[src/rtl/hzfw_pkg.sv]
package hzfw_pkg;

   typedef enum logic [1:0] {
      SRC_RF  = 2'b00,
      SRC_EX  = 2'b01,
      SRC_MEM = 2'b10,
      SRC_WB  = 2'b11
   } byp_sel_e;

   // stage slot positions inside the per-stage vectors
   localparam int STG_EX  = 0;
   localparam int STG_MEM = 1;
   localparam int STG_WB  = 2;
   localparam int NUM_STG = 3;

endpackage

[src/rtl/hzfw_src_resolve.sv]
module hzfw_src_resolve
   import hzfw_pkg::*;
#(
   parameter int REG_W     = 5,
   parameter int WB_BYPASS = 0
) (
   input  logic               dec_vld,
   input  logic [REG_W-1:0]   src,
   input  logic [REG_W-1:0]   stg_rd [NUM_STG],
   input  logic [NUM_STG-1:0] stg_vld,
   input  logic [NUM_STG-1:0] stg_wen,
   input  logic               ex_is_load,
   output byp_sel_e           sel,
   output logic               ex_load_hit
);

   logic               src_nz;
   logic [NUM_STG-1:0] hit;
   logic               wb_take;

   assign src_nz = (src != '0);

   generate
      for (genvar s = 0; s < NUM_STG; s++) begin : g_cmp
         assign hit[s] = stg_vld[s] & stg_wen[s] & src_nz & (stg_rd[s] == src);
      end
   endgenerate

   generate
      if (WB_BYPASS != 0) begin : g_wb_on
         assign wb_take = hit[STG_WB];
      end else begin : g_wb_off
         logic wb_unused;
         assign wb_unused = hit[STG_WB];
         assign wb_take   = 1'b0 & wb_unused;
      end
   endgenerate

   always_comb begin
      sel = SRC_RF;
      if (dec_vld) begin
         if (hit[STG_EX]) begin
            sel = ex_is_load ? SRC_RF : SRC_EX;
         end else if (hit[STG_MEM]) begin
            sel = SRC_MEM;
         end else if (wb_take) begin
            sel = SRC_WB;
         end
      end
   end

   assign ex_load_hit = dec_vld & hit[STG_EX] & ex_is_load;

endmodule

[src/rtl/hzfw_loaduse.sv]
module hzfw_loaduse (
   input  logic dec_vld,
   input  logic dec_store,
   input  logic a_ld_hit,
   input  logic b_ld_hit,
   output logic stall,
   output logic st_byp_req
);

   logic b_needs_stall;

   // store data is consumed late, so only a non-store rt waits
   assign b_needs_stall = b_ld_hit & ~dec_store;
   assign stall         = dec_vld & (a_ld_hit | b_needs_stall);
   assign st_byp_req    = dec_vld & dec_store & b_ld_hit & ~a_ld_hit;

endmodule

[src/rtl/hzfw_store_track.sv]
module hzfw_store_track #(
   parameter int DEPTH = 2
) (
   input  logic clk,
   input  logic rst_n,
   input  logic req,
   output logic byp
);

   generate
      if (DEPTH < 2) begin : g_bad_depth
         $error("hzfw_store_track: DEPTH must be at least 2");
      end
   endgenerate

   logic [DEPTH-1:0] line_q;

   always_ff @(posedge clk or negedge rst_n) begin
      if (!rst_n) begin
         line_q <= '0;
      end else begin
         line_q <= {line_q[DEPTH-2:0], req};
      end
   end

   assign byp = line_q[DEPTH-1];

endmodule

[src/rtl/hzfw_unit.sv]
module hzfw_unit
   import hzfw_pkg::*;
#(
   parameter int REG_W     = 5,
   parameter int WB_BYPASS = 0
) (
   input  logic             clk,
   input  logic             rst_n,
   input  logic             id_valid,
   input  logic [REG_W-1:0] id_rs,
   input  logic [REG_W-1:0] id_rt,
   input  logic             id_is_store,
   input  logic             ex_valid,
   input  logic [REG_W-1:0] ex_rd,
   input  logic             ex_wen,
   input  logic             ex_load,
   input  logic             mem_valid,
   input  logic [REG_W-1:0] mem_rd,
   input  logic             mem_wen,
   input  logic             wb_valid,
   input  logic [REG_W-1:0] wb_rd,
   input  logic             wb_wen,
   output logic [1:0]       fwd_a,
   output logic [1:0]       fwd_b,
   output logic             stall,
   output logic             st_data_byp
);

   localparam int DEC_TO_MEM = 2;   // decode -> execute -> memory
   localparam int NUM_SRC    = 2;

   generate
      if (REG_W < 1 || REG_W > 8) begin : g_bad_regw
         $error("hzfw_unit: REG_W out of range");
      end
      if (WB_BYPASS != 0 && WB_BYPASS != 1) begin : g_bad_wb
         $error("hzfw_unit: WB_BYPASS must be 0 or 1");
      end
   endgenerate

   logic [REG_W-1:0]   rd_vec [NUM_STG];
   logic [NUM_STG-1:0] vld_vec;
   logic [NUM_STG-1:0] wen_vec;
   logic [REG_W-1:0]   src_vec [NUM_SRC];
   byp_sel_e           sel_vec [NUM_SRC];
   logic [NUM_SRC-1:0] ld_hit;
   logic               req;

   assign rd_vec[STG_EX]  = ex_rd;
   assign rd_vec[STG_MEM] = mem_rd;
   assign rd_vec[STG_WB]  = wb_rd;
   assign vld_vec = {wb_valid, mem_valid, ex_valid};
   assign wen_vec = {wb_wen, mem_wen, ex_wen};
   assign src_vec[0] = id_rs;
   assign src_vec[1] = id_rt;

   generate
      for (genvar k = 0; k < NUM_SRC; k++) begin : g_src
         hzfw_src_resolve #(
            .REG_W     (REG_W),
            .WB_BYPASS (WB_BYPASS)
         ) u_res (
            .dec_vld     (id_valid),
            .src         (src_vec[k]),
            .stg_rd      (rd_vec),
            .stg_vld     (vld_vec),
            .stg_wen     (wen_vec),
            .ex_is_load  (ex_load),
            .sel         (sel_vec[k]),
            .ex_load_hit (ld_hit[k])
         );
      end
   endgenerate

   hzfw_loaduse u_lu (
      .dec_vld    (id_valid),
      .dec_store  (id_is_store),
      .a_ld_hit   (ld_hit[0]),
      .b_ld_hit   (ld_hit[1]),
      .stall      (stall),
      .st_byp_req (req)
   );

   hzfw_store_track #(
      .DEPTH (DEC_TO_MEM)
   ) u_trk (
      .clk   (clk),
      .rst_n (rst_n),
      .req   (req),
      .byp   (st_data_byp)
   );

   assign fwd_a = sel_vec[0];
   assign fwd_b = sel_vec[1];

   AST_STALL_ONLY_LOAD: assert property (@(posedge clk) disable iff (!rst_n)
      stall |-> (ex_valid && ex_wen && ex_load && ex_rd != '0));
   AST_ZERO_NO_FWD: assert property (@(posedge clk) disable iff (!rst_n)
      (id_rs == '0) |-> (fwd_a == 2'b00));
   AST_EX_SEL_NOT_LOAD: assert property (@(posedge clk) disable iff (!rst_n)
      (fwd_b == 2'b01) |-> (ex_valid && ex_wen && !ex_load && ex_rd == id_rt));
   AST_WB_SEL_GATED: assert property (@(posedge clk) disable iff (!rst_n)
      (fwd_a == 2'b11) |-> (WB_BYPASS == 1 && wb_valid && wb_wen));
   AST_BYP_FROM_STORE: assert property (@(posedge clk) disable iff (!rst_n)
      st_data_byp |-> $past(id_valid && id_is_store && !stall, 2));
   AST_NO_BYP_AFTER_STALL: assert property (@(posedge clk) disable iff (!rst_n)
      stall |-> ##2 !st_data_byp);
   AST_IDLE_DECODE: assert property (@(posedge clk) disable iff (!rst_n)
      !id_valid |-> (!stall && fwd_a == 2'b00 && fwd_b == 2'b00));

endmodule

[config.mk]
export PLATFORM = sky130hd
export DESIGN_NAME = hzfw_unit
export DESIGN_NICKNAME = d
export VERILOG_FILES = /design/src/rtl/hzfw_pkg.sv /design/src/rtl/hzfw_src_resolve.sv /design/src/rtl/hzfw_loaduse.sv /design/src/rtl/hzfw_store_track.sv /design/src/rtl/hzfw_unit.sv
export SDC_FILE = /design/constraint.sdc
export NUM_CORES = 1
export LEC_CHECK = 0
export BUFFER_PORTS_ARGS = -buffer_cell sky130_fd_sc_hd__buf_2
export CORE_AREA = 2 2 39 41
export CTS_BUF_LIST = sky130_fd_sc_hd__clkbuf_8
export CTS_CLUSTER_DIAMETER = 60
export CTS_CLUSTER_SIZE = 14
export DETAILED_ROUTE_END_ITERATION = 6
export DIE_AREA = 0 0 41 43
export PLACE_DENSITY = 0.79
export RECOVER_POWER = 50
export SLEW_MARGIN = 10
export SYNTH_ARGS = -nofsm -noshare
export SYNTH_HDL_FRONTEND = slang
export SYNTH_SLANG_ARGS = --single-unit
[constraint.sdc]
create_clock -name clk -period 1.2 [get_ports clk]
set_input_delay 0.06 -clock clk [delete_from_list [all_inputs] [get_ports clk]]
set_output_delay 0.06 -clock clk [all_outputs]
set_load 0.005 [all_outputs]
==> flow_summary.toml <==
[drt]
drt_pass1_iterations = 2
detail_route.wirelength_mm = 1.61
routed-via-count = 586
avg_wl_per_cell_um = 14.0
routed_via_density = 5.10
drt_iter0_markers = 2
drt_drc_violations_left = 0
number_of_nets_with_antenna_violations_after_detailed_routing = 0

[timing]
worst_slew_pin_slew_ns = 0.228
clock.fmax_ghz = 0.784
timing.final.hold_violations = 0
timing.final.max_slew_violations = 0
fin_ws_ns = -0.0762
setup-violations-final = 3
rsz_0062_raised_after_global_routing = "yes"
setup_tns_ns = -0.132
finalWorstPathRequiredPeriod_ns = 1.28
worst_clock_skew_ns = 0.000209
period_share = 1.06
slew_headroom = 0.847

[clock_network]
tritoncts = "done"
clk_path_buf_depth = 2
htreeDepth = 1
cts_buffers = 3
cts.sinks = 2
clk-insertion-delay-late_ns = 0.21
clk_transition_reported_paths_ns = 0.03
clock_tree.root_cell = "sky130_fd_sc_hd__clkbuf_8"

[place]
portBuffers = 34
finalWeightedCongestion = 0.799
worst_slack_after_detailed_placement_ns = -0.122
placed_area_um2 = 654
hpwlAfterDp_mm = 1.12

[setup_path]
cp_slowest_cell = "sky130_fd_sc_hd__or4_4"
path_cells = "buf_4, xnor2_2, nand2_1, or4_4, a21boi_1, buf_2"
critPathKind = "input pin to primary output"
critical_path.startpoint_type = "input pin"
timing.critical_path.buf_inv = 2
data_required_time_of_the_worst_path_ns = 1.14
cp-end-kind = "primary output"
critical_path_depth = 6
worstPathArrival_ns = 1.22
worst-r2r-cell-count = 0
worstPathMaxFanout = 3
cp_slowest_stage_delay_ns = 0.51
timing.critical_path.max_delay_family = "simple AND/OR/NAND/NOR gates"

[grt]
grt_first_pass_wirelength_mm = 2.26
grt_max_degree = 5
overflow = 0
grt_antenna_before_repair = 0
groute.usage.overall = 0.185
first_global_vias = 603

[flow_run]
max-cap-violations = 0

[final_layout]
fillerInstances = 100
regMostFlops = "u_trk.line_q"
largest_registers = "u_trk.line_q (2)"
layout.nets = 137
areaGrowthSynthToFinish_pct = 147
fraction_of_layout_instances_using_a_drive_strength_above_1 = 0.697
largest_register_ff_count = 2
n_antenna_cell = 0
design_area_um2 = 960

[yosys]
synth_largest_area_cell = "sky130_fd_sc_hd__xnor2_1"
synth_fp_nets = 84
post-synth-top-area-fraction = 0.450
netlist_instances = 48
synth_common_cells = "sky130_fd_sc_hd__xnor2_1 (20), sky130_fd_sc_hd__nand4_1 (4), sky130_fd_sc_hd__nand2_1 (3), sky130_fd_sc_hd__nand3_1 (3), sky130_fd_sc_hd__nor2_1 (3)"
yosys_warning_total = 0
synth_edf_count = 0
primary_flip_flop_cell_chosen_by_synthesis_mapping = "sky130_fd_sc_hd__dfrtp_1"
register_area_share_after_synthesis = 0.129
asyncSetResetFlopFracSynth = 1.00
synth.distinct_cells = 16
post_synth.cell_area_avg_um2 = 8.11
synth_top_cells_by_area = "sky130_fd_sc_hd__xnor2_1 (45%), sky130_fd_sc_hd__dfrtp_1 (13%), sky130_fd_sc_hd__nand4_1 (6.4%), sky130_fd_sc_hd__or4_4 (5.8%), sky130_fd_sc_hd__nand3_1 (3.9%)"
netlist_area_um2 = 389
yosys_register_bits = 2
count_leader_synth = "sky130_fd_sc_hd__xnor2_1"

[power]
static-leakage-power_nw = 0.430
clock_power_share = 0.409
power_report.internal_total_mw = 0.467
power_frac_comb = 0.484
switching_share = 0.266
powerDensity_nw_per_um2 = 663
p_sw_mw = 0.169
worst_ir_drop_vdd_mv = 0.288
sequential_share_of_power = 0.107

[die]
die-width_um = 41
design.die.area_um2 = 1760
num_rows = 14
dieHeight_um = 43
num_io_pins = 42
initial_utilization = 0.281
design.core.area_um2 = 1380

[status]
violations_in_the_final_reports = "setup timing"
status = "finished with violations"

[hold_path]
worst_hold_path.num_cells = 2
timing.hold.worst.class = "input pin to register"
-- final timing paths --
check                                 from              end  slack (ns)
setup / recovery                  id_rs[1]            stall       -0.08
hold / removal                 id_is_store  u_trk.line_q[0]        0.16
setup reg to reg           u_trk.line_q[0]  u_trk.line_q[1]        0.72
hold reg to reg            u_trk.line_q[0]  u_trk.line_q[1]        0.37
max in group asynchronous            rst_n  u_trk.line_q[0]        0.90
min in group asynchronous            rst_n  u_trk.line_q[1]        0.17
-- metrics by stage --
step,std cells,power [mW],util,hold slack (ns)
6_report,115,0.637,0.693,0.157
5_1_grt,115,0.670,0.693,0.168
4_1_cts,114,0.582,0.601,0.152
3_5_place_dp,108,0.264,0.473,-0.150
3_3_place_gp,108,0.258,0.473,-0.155
2_1_floorplan,48,0.148,-,-0.236
-- logic make-up (layout without fill, tap and decap cells) --
kind of cell           Yosys count  after routing  share of synthesized area
buffers and inverters            0             51                          0
AND/OR/NAND/NOR                 24             24                      0.376
AO/OA/AOI/OAI                    2              2                     0.0450
flip-flops                       2              2                      0.129
XOR/XNOR                        20             20                      0.450
-- cell usage in the layout, fill, tap and decap left out --
cell type	count
sky130_fd_sc_hd__buf_2	20
sky130_fd_sc_hd__nor2_2	2
sky130_fd_sc_hd__nand4_1	4
sky130_fd_sc_hd__nor2b_1	1
sky130_fd_sc_hd__nand3_2	2
sky130_fd_sc_hd__nor4_4	1
sky130_fd_sc_hd__o31a_2	1
sky130_fd_sc_hd__nor2_4	1
sky130_fd_sc_hd__and4_1	1
sky130_fd_sc_hd__xnor2_2	8
sky130_fd_sc_hd__clkbuf_1	1
sky130_fd_sc_hd__or4_4	3
sky130_fd_sc_hd__nor2_1	1
sky130_fd_sc_hd__nand2_1	3
sky130_fd_sc_hd__buf_8	4
sky130_fd_sc_hd__dfrtp_1	2
sky130_fd_sc_hd__a21boi_1	1
sky130_fd_sc_hd__or4b_1	1
sky130_fd_sc_hd__nor4_1	1
sky130_fd_sc_hd__buf_6	9
sky130_fd_sc_hd__xnor2_4	2
sky130_fd_sc_hd__nor3_1	2
sky130_fd_sc_hd__nand3_1	1
sky130_fd_sc_hd__clkbuf_8	3
sky130_fd_sc_hd__buf_4	13
sky130_fd_sc_hd__dlygate4sd3_1	1
sky130_fd_sc_hd__xnor2_1	10
-- power groups by stage --
stage	clock network, mW	logic (mW)	registers [mW]
floorplan	0	0.0787	0.0688
global placement	0	0.189	0.0688
detailed placement	0	0.195	0.0688
CTS	0.270	0.244	0.0682
global route	0.272	0.329	0.0682
finish	0.260	0.308	0.0682
-- layout make-up --
cell class	instances	area [um2]	share of cell area
repair buffers	48	373	0.389
clock buffers	3	41.3	0.0430
multi-input cells	46	475	0.495
well taps	16	20.0	0.0209
flip-flops and latches	2	50.0	0.0522
-- repair_timing --
action / in CTS / in global routing
pin swaps: 17 / 8
endpoints found under the setup margin: 3 / 4
hold buffers: 1 / 0
hold endpoints to repair: 2 / 0
buffers inserted: 2 / 1
resized for setup: 24 / 22
-- layer usage --
metal | global-route usage | share of wire
met3 | 0.0157 | 0.060
met4 | 0.107 | 0.012
met1 | 0.200 | 0.41
met5 | 0 | 0
met2 | 0.322 | 0.52
Note: power is estimated with default switching activity, not from simulation.
